`src/rtl/smg_pkg.sv`:
```
`timescale 1ns/1ps
// Package: shared types and constants for the sheep move guard.
// Assumes an 8x8 board; the per-direction step values depend on that width.
package smg_pkg;

    typedef enum logic [1:0] {
        DIR_UL = 2'd0,
        DIR_UR = 2'd1,
        DIR_DL = 2'd2,
        DIR_DR = 2'd3
    } dir_e;

    typedef enum logic [1:0] {
        ST_IDLE   = 2'd0,
        ST_CALC   = 2'd1,
        ST_COMMIT = 2'd2
    } state_e;

    localparam logic [7:0] CMD_RESTART = 8'h00;

    // Low nibble of a move code: the keypad digit matching the direction.
    function automatic logic [3:0] dir_nibble(input dir_e d);
        unique case (d)
            DIR_UL:  return 4'h1;
            DIR_UR:  return 4'h3;
            DIR_DL:  return 4'h7;
            default: return 4'h9;
        endcase
    endfunction

    // Full command byte: high nibble F for the sheep, {00, wolf index} for a wolf.
    function automatic logic [7:0] move_code(input logic is_sheep,
                                             input logic [1:0] wolf_idx,
                                             input dir_e d);
        return is_sheep ? {4'hF, dir_nibble(d)} : {2'b00, wolf_idx, dir_nibble(d)};
    endfunction

endpackage

```
`src/rtl/smg_target.sv`:
```
`timescale 1ns/1ps
// Module: smg_target
// Computes the destination square of a diagonal step and whether the step is
// barred by the fixed edge lists, by leaving the board, or by a wolf moving up.
// Assumes an 8x8 board (POS_W = 6); the edge lists are fixed square numbers.
module smg_target
    import smg_pkg::*;
#(
    parameter int POS_W = 6
) (
    input  logic [POS_W-1:0] pos_i,
    input  dir_e             dir_i,
    input  logic             wolf_i,
    output logic [POS_W-1:0] target_o,
    output logic             blocked_o
);
    localparam int SUM_W = POS_W + 2;

    logic signed [SUM_W-1:0] step;
    logic signed [SUM_W-1:0] sum;
    logic                    edge_hit;
    logic                    off_board;
    int                      p;

    // Step selection, destination arithmetic and edge-list lookup.
    always_comb begin
        p = int'(pos_i);
        unique case (dir_i)
            DIR_UL: begin
                step     = SUM_W'(-9);
                edge_hit = (p == 8) || (p == 24) || (p == 40) || (p == 56);
            end
            DIR_UR: begin
                step     = SUM_W'(-7);
                edge_hit = (p == 23) || (p == 39) || (p == 55);
            end
            DIR_DL: begin
                step     = SUM_W'(7);
                edge_hit = (p > 55) || (p == 8) || (p == 24) || (p == 40);
            end
            default: begin
                step     = SUM_W'(9);
                edge_hit = (p > 54) || (p == 7) || (p == 23) || (p == 39);
            end
        endcase
        sum       = $signed({2'b00, pos_i}) + step;
        off_board = |sum[SUM_W-1:POS_W];
        target_o  = sum[POS_W-1:0];
        blocked_o = off_board | edge_hit |
                    (wolf_i & ((dir_i == DIR_UL) | (dir_i == DIR_UR)));
    end

endmodule

```
`src/rtl/smg_occupancy.sv`:
```
`timescale 1ns/1ps
// Module: smg_occupancy
// Flags a destination square already held by a piece other than the mover.
// Assumes the board vector holds piece i in slice [i*POS_W +: POS_W].
module smg_occupancy #(
    parameter int N_PIECES = 5,
    parameter int POS_W    = 6,
    parameter int IDX_W    = 3
) (
    input  logic [N_PIECES*POS_W-1:0] board_i,
    input  logic [IDX_W-1:0]          mover_i,
    input  logic [POS_W-1:0]          target_i,
    output logic                      hit_o
);
    logic [N_PIECES-1:0] match;

    for (genvar g = 0; g < N_PIECES; g++) begin : g_cmp
        // One comparator per piece, masked for the mover itself.
        assign match[g] = (board_i[g*POS_W +: POS_W] == target_i) &&
                          (mover_i != IDX_W'(g));
    end

    assign hit_o = |match;

endmodule

```
`src/rtl/smg_board.sv`:
```
`timescale 1ns/1ps
// Module: smg_board
// Position registers for the sheep (piece 0) and the wolves (pieces 1..N).
// Assumes the caller issues a move only for a legal, in-range mover.
module smg_board #(
    parameter int N_WOLVES   = 4,
    parameter int POS_W      = 6,
    parameter int SHEEP_HOME = 60,
    parameter int IDX_W      = 3
) (
    input  logic                             clk,
    input  logic                             rst_n,
    input  logic                             restart_i,
    input  logic                             move_i,
    input  logic [IDX_W-1:0]                 mover_i,
    input  logic [POS_W-1:0]                 new_pos_i,
    output logic [(N_WOLVES+1)*POS_W-1:0]    board_o
);
    localparam int N_PIECES = N_WOLVES + 1;

    logic [POS_W-1:0] piece_q [N_PIECES];

    // Starting square of piece k: the sheep's home, or 2k-1 for wolves.
    function automatic logic [POS_W-1:0] home_sq(input int k);
        return (k == 0) ? POS_W'(SHEEP_HOME) : POS_W'(2 * k - 1);
    endfunction

    // Load starting squares on reset or restart, otherwise apply one move.
    always_ff @(posedge clk) begin
        for (int k = 0; k < N_PIECES; k++) begin
            if (!rst_n || restart_i) begin
                piece_q[k] <= home_sq(k);
            end else if (move_i && (mover_i == IDX_W'(k))) begin
                piece_q[k] <= new_pos_i;
            end
        end
    end

    for (genvar g = 0; g < N_PIECES; g++) begin : g_out
        assign board_o[g*POS_W +: POS_W] = piece_q[g];
    end

endmodule

```
`src/rtl/sheep_move_guard.sv`:
```
`timescale 1ns/1ps
// Module: sheep_move_guard (top)
// Accepts one move or restart request at a time, computes the destination in
// the first working cycle, checks occupancy and commits in the second, then
// pulses ack_o with either a command byte or a refusal.
// Assumes the requester holds req_i until ack_o and drops it right after.
module sheep_move_guard
    import smg_pkg::*;
#(
    parameter int N_WOLVES   = 4,
    parameter int POS_W      = 6,
    parameter int SHEEP_HOME = 60,
    parameter int WIN_SQ     = 1,
    localparam int N_PIECES  = N_WOLVES + 1,
    localparam int IDX_W     = $clog2(N_PIECES + 1)
) (
    input  logic                         clk,
    input  logic                         rst_n,
    input  logic                         req_i,
    input  logic                         restart_i,
    input  logic [IDX_W-1:0]             piece_i,
    input  logic [1:0]                   dir_i,
    output logic                         ack_o,
    output logic                         cmd_valid_o,
    output logic                         illegal_o,
    output logic [7:0]                   cmd_o,
    output logic                         win_o,
    output logic [POS_W-1:0]             sheep_pos_o,
    output logic [N_WOLVES*POS_W-1:0]    wolf_pos_o
);
    state_e                    state_q;
    logic [IDX_W-1:0]          piece_q;
    dir_e                      dir_q;
    logic                      restart_q;
    logic [POS_W-1:0]          tgt_q;
    logic                      blk_q;
    logic                      ack_q, valid_q, illegal_q;
    logic [7:0]                cmd_q;

    logic [N_PIECES*POS_W-1:0] board;
    logic [POS_W-1:0]          mover_pos;
    logic [POS_W-1:0]          tgt_next;
    logic                      tgt_blocked;
    logic                      piece_ok;
    logic                      hit;
    logic                      req_take;
    logic                      move_ok;
    logic                      do_restart;
    logic                      do_move;

    // Select the latched mover's current square from the board.
    always_comb begin
        mover_pos = '0;
        for (int k = 0; k < N_PIECES; k++) begin
            if (piece_q == IDX_W'(k)) mover_pos = board[k*POS_W +: POS_W];
        end
    end

    assign piece_ok   = piece_q < IDX_W'(N_PIECES);
    assign req_take   = (state_q == ST_IDLE) && req_i && !ack_q;
    assign move_ok    = !blk_q && !hit;
    assign do_restart = (state_q == ST_COMMIT) && restart_q;
    assign do_move    = (state_q == ST_COMMIT) && !restart_q && move_ok;

    smg_target #(.POS_W(POS_W)) u_target (
        .pos_i     (mover_pos),
        .dir_i     (dir_q),
        .wolf_i    (piece_q != '0),
        .target_o  (tgt_next),
        .blocked_o (tgt_blocked)
    );

    smg_occupancy #(.N_PIECES(N_PIECES), .POS_W(POS_W), .IDX_W(IDX_W)) u_occ (
        .board_i  (board),
        .mover_i  (piece_q),
        .target_i (tgt_q),
        .hit_o    (hit)
    );

    smg_board #(.N_WOLVES(N_WOLVES), .POS_W(POS_W),
                .SHEEP_HOME(SHEEP_HOME), .IDX_W(IDX_W)) u_board (
        .clk       (clk),
        .rst_n     (rst_n),
        .restart_i (do_restart),
        .move_i    (do_move),
        .mover_i   (piece_q),
        .new_pos_i (tgt_q),
        .board_o   (board)
    );

    // Request sequencer: latch, compute target, then compare and commit.
    always_ff @(posedge clk) begin
        if (!rst_n) begin
            state_q   <= ST_IDLE;
            piece_q   <= '0;
            dir_q     <= DIR_UL;
            restart_q <= 1'b0;
            tgt_q     <= '0;
            blk_q     <= 1'b0;
            ack_q     <= 1'b0;
            valid_q   <= 1'b0;
            illegal_q <= 1'b0;
            cmd_q     <= CMD_RESTART;
        end else begin
            ack_q     <= 1'b0;
            valid_q   <= 1'b0;
            illegal_q <= 1'b0;
            unique case (state_q)
                ST_IDLE: begin
                    if (req_take) begin
                        piece_q   <= piece_i;
                        dir_q     <= dir_e'(dir_i);
                        restart_q <= restart_i;
                        state_q   <= ST_CALC;
                    end
                end
                ST_CALC: begin
                    tgt_q   <= tgt_next;
                    blk_q   <= tgt_blocked | ~piece_ok;
                    state_q <= ST_COMMIT;
                end
                ST_COMMIT: begin
                    ack_q <= 1'b1;
                    if (restart_q) begin
                        cmd_q   <= CMD_RESTART;
                        valid_q <= 1'b1;
                    end else if (move_ok) begin
                        cmd_q   <= move_code(piece_q == '0,
                                             2'(piece_q - IDX_W'(1)), dir_q);
                        valid_q <= 1'b1;
                    end else begin
                        illegal_q <= 1'b1;
                    end
                    state_q <= ST_IDLE;
                end
                default: state_q <= ST_IDLE;
            endcase
        end
    end

    assign ack_o       = ack_q;
    assign cmd_valid_o = valid_q;
    assign illegal_o   = illegal_q;
    assign cmd_o       = cmd_q;
    assign sheep_pos_o = board[POS_W-1:0];
    assign wolf_pos_o  = board[N_PIECES*POS_W-1:POS_W];
    assign win_o       = sheep_pos_o == POS_W'(WIN_SQ);

endmodule

```
`config.mk`:
```
export PLATFORM = sky130hd
export DESIGN_NAME = sheep_move_guard
export DESIGN_NICKNAME = d
export VERILOG_FILES = /design/src/rtl/smg_pkg.sv /design/src/rtl/smg_target.sv /design/src/rtl/smg_occupancy.sv /design/src/rtl/smg_board.sv /design/src/rtl/sheep_move_guard.sv
export SDC_FILE = /design/constraint.sdc
export NUM_CORES = 1
export LEC_CHECK = 0
export BUFFER_PORTS_ARGS = -buffer_cell sky130_fd_sc_hd__buf_2
export CORE_MARGIN = 2
export CORE_UTILIZATION = 30
export DETAILED_ROUTE_END_ITERATION = 7
export PLACE_DENSITY = 0.58
export SETUP_SLACK_MARGIN = 0.1
export SLEW_MARGIN = 20
export SYNTH_ARGS = -nofsm -noshare
export SYNTH_HDL_FRONTEND = slang
export SYNTH_HIERARCHICAL = 1
export SYNTH_SLANG_ARGS = --single-unit
```
`constraint.sdc`:
```
create_clock -name clk -period 4.3 [get_ports clk]
set_clock_uncertainty 0.05 [all_clocks]
set_input_delay 0 -clock clk [delete_from_list [all_inputs] [get_ports clk]]
set_output_delay 0 -clock clk [all_outputs]
set_load 0.005 [all_outputs]
```
==> flow_summary.ini <==
[setup_path]
worstPathArrival_ns = 3.77
cp_slowest_stage_delay_ns = 0.54
r2r_start = piece_q[0]
critPathSlowestCell = o31ai_1
crit_family = compound AO/OA/AOI/OAI gates
required_ns = 4.45
critPathKind = reg2reg
rr_endpoint = blk_q
crit_buf_inv = 2
crit_fanout = 14
crit_cells = 14
rrSetupSlack_ns = 0.68
reg2reg_depth = 14
crit_chain = inv_1 -> ha_1 -> nor2b_1 -> a22oi_1 -> o31ai_1 -> inv_1 -> fa_1 -> nor2b_4 -> o31a_1 -> o31a_1 -> and3_1 -> o21ai_1 -> nor2_1 -> a21oi_1
worstSetupEndpointType = flip-flop
startpoint_type = flip-flop

[drt]
wire_per_inst_um = 17.7
wirelength_um = 9120
drc = 0
avgViaCountPerCell = 5.12
ant_nets = 0
dr.pass1.iters = 5
num_vias = 2640
drt_iter0_drc = 277

[place]
gp_congestion = 0.884
hpwl_um = 6640
place_inst = 501
port_buffers = 50

[clock_network]
cts_resized = 0
htree_levels = 2
cts_made_buffers = 5
clk_latency_ns = 0.32
cts-root-buf = clkbuf_8
clockBufferDepth = 2
cts_tree = built
cts.sinks = 55
clk_pin_slew_ns = 0.10

[global_route]
grt.overflow.total = 0
grt_max_degree = 20
antenna_found_initial = 0
grt_pass1_vias = 2527
grt_pass1_wl_um = 13700
grt_usage_pct = 15.7

[logic_synthesis]
synth_edf_count = 30
synth_top_flop_cell = edfxtp_1
ys_warn_count = 6
seq_area_frac_synth_pct = 42.8
ys_top_cells_by_area = edfxtp_1, dfxtp_1, xor2_1
synthesis.area_um2 = 3280
syn_nets = 340
avgSynthCellArea_um2 = 10.3
syn_inst = 318
synth_top_cell_by_area = edfxtp_1
synth_top_area_share_pct = 27.5
async_flop_share_pct = 0
ys_types = 54
ys_seq_elements = 55

[power_and_ir_drop]
p_leak_nw = 1.53
peakVddDrop_v = 0.000126
power_density_nw_per_um2 = 328

[cells_and_area]
fin_cells = 516
n_antenna_cell = 0
fin_nets = 397
drive_above_1_share_pct = 20.2
syn2layout_area_growth_pct = 17.1

[timing]
fmax_mhz = 276
setup_tns_ns = 0
post-route-period-util_pct = 84.1
period_minus_slack_ns = 3.62
tightest_slew_ns = 0.691
finalHoldViolCount = 0
drv_slew = 0
setup_viol = 0
rsz0062_at_grt = no
slew_headroom_pct = 53.8

[floorplanning]
num_io_pins = 51
core-area_um2 = 10700
rows = 38
die_w_um = 108
design.die.area_um2 = 11800
start_util_pct = 30.5
die_height_um = 108

[hold_path]
holdPathEnd = state_q[0]
min_path_cells = 3
hold_path_startpoint = req_i
hold_class = in2reg

[flow_run]
max_cap_viol_count = 0

[status]
status = completed
cell families after synthesis:
group                      Yosys count  share of synthesized area [%]
muxes                                6                           1.83
AOI/OAI and AO/OA                   59                           12.8
xor gates and xnor gates            33                           8.82
and+or+nand+nor                    122                           23.1
adders and majority gates           13                           5.19
buffers and inverters               30                           5.46
DFF                                 55                           42.8
cell usage in the layout (no fill, tap or decap), types with 2 or more instances in the layout:
master	instances
dlygate4sd3_1	7
or3_1	9
nand3b_1	6
nand4_1	6
edfxtp_1	30
xor2_1	18
buf_4	10
o31a_1	2
nor4_2	2
nor3_1	5
nand4bb_1	2
nor2b_1	14
a22o_1	5
o31ai_1	7
and3_1	19
nand2b_1	6
buf_2	50
clkbuf_8	6
a222oi_1	6
xnor2_1	15
nand2_1	17
a22oi_1	6
nor2_1	17
o21bai_1	2
nor3b_1	2
inv_1	13
mux2i_1	6
o21ai_0	9
a21oi_1	14
ha_1	12
and2_1	3
nor4_1	4
dfxtp_1	25
per-stage QoR:
step           instance area (um2)  utilization [%]  hold slack, ns  worst slack, ns  power (mW)
3_5_place_dp                  3650             34.0           0.200            0.716       0.923
5_1_grt                       3830             35.7          0.0843            0.440        1.32
4_1_cts                       3830             35.7          0.0783            0.699        1.26
2_1_floorplan                 3280                -          0.0717             1.14       0.849
6_report                      3830             35.7          0.0938            0.682        1.26
3_3_place_gp                  3650             34.0           0.196            0.873       0.921
cell usage after synthesis (all sizes together) (4+ instances only):
library cell  number
o31ai              7
xnor2             15
clkbuf             5
nor4               7
nand3b             6
edfxtp            30
nand2             17
nor3               5
xor2              18
nand2b             6
nor2b             15
and3              19
a22o               5
and2               4
o21ai             10
inv               13
mux2i              6
or3                9
a222oi             6
a22oi              6
a21oi             14
buf               12
nand4              6
ha                12
dfxtp             25
nor2              17
tightest hold or removal path: cells and delay by family:
| kind | cells | cell delay, ns |
|---|---|---|
| buf+inv | 1 | 0.09 |
| simple gates | 2 | 0.33 |
final cells by class:
type | instances | area, um2
clock buffer | 7 | 108
clock inverter | 1 | 5.00
fill | 1129 | 6910
inverter | 13 | 48.8
multi-input combinational | 233 | 1700
sequential | 55 | 1400
tap | 140 | 175
timing repair buffer | 67 | 395
how the worst max path moves through the flow:
stage / startpoint / endpoint / slack [ns]
detailed placement: piece_q[0] / blk_q / 0.72
CTS: piece_q[0] / blk_q / 0.70
global placement: piece_q[0] / blk_q / 0.87
floorplan: piece_q[1] / blk_q / 1.14
finish: piece_q[0] / blk_q / 0.68
global route: piece_q[0] / blk_q / 0.44
power by group:
group          switching [mW]  leakage, nW  internal (mW)
combinational           0.163         1.00          0.137
clock                   0.172       0.0594          0.165
sequential             0.0457        0.473          0.575
total                   0.381         1.53          0.877
sequential cells by signal, summed over array words and instances (netlist names):
name,cells
cmd_valid_o,1
ack_o,1
restart_q,1
state_q,2
u_board/piece_q,30
tgt_q,6
piece_q,3
dir_q,2
cmd_o,7
illegal_o,1
blk_q,1
routing by layer:
metal | track usage [%] | part of all wire (%)
met5 | 0 | 0
met4 | 6.87 | 2.2
met3 | 2.29 | 3.6
met2 | 26.5 | 51
met1 | 19.7 | 43
what timing repair did:
item	in CTS	in global routing
buffers inserted	0	0
endpoints found under the hold margin	8	0
hold buffers	7	0
No activity file was read; power rests on OpenSTA's default activity.
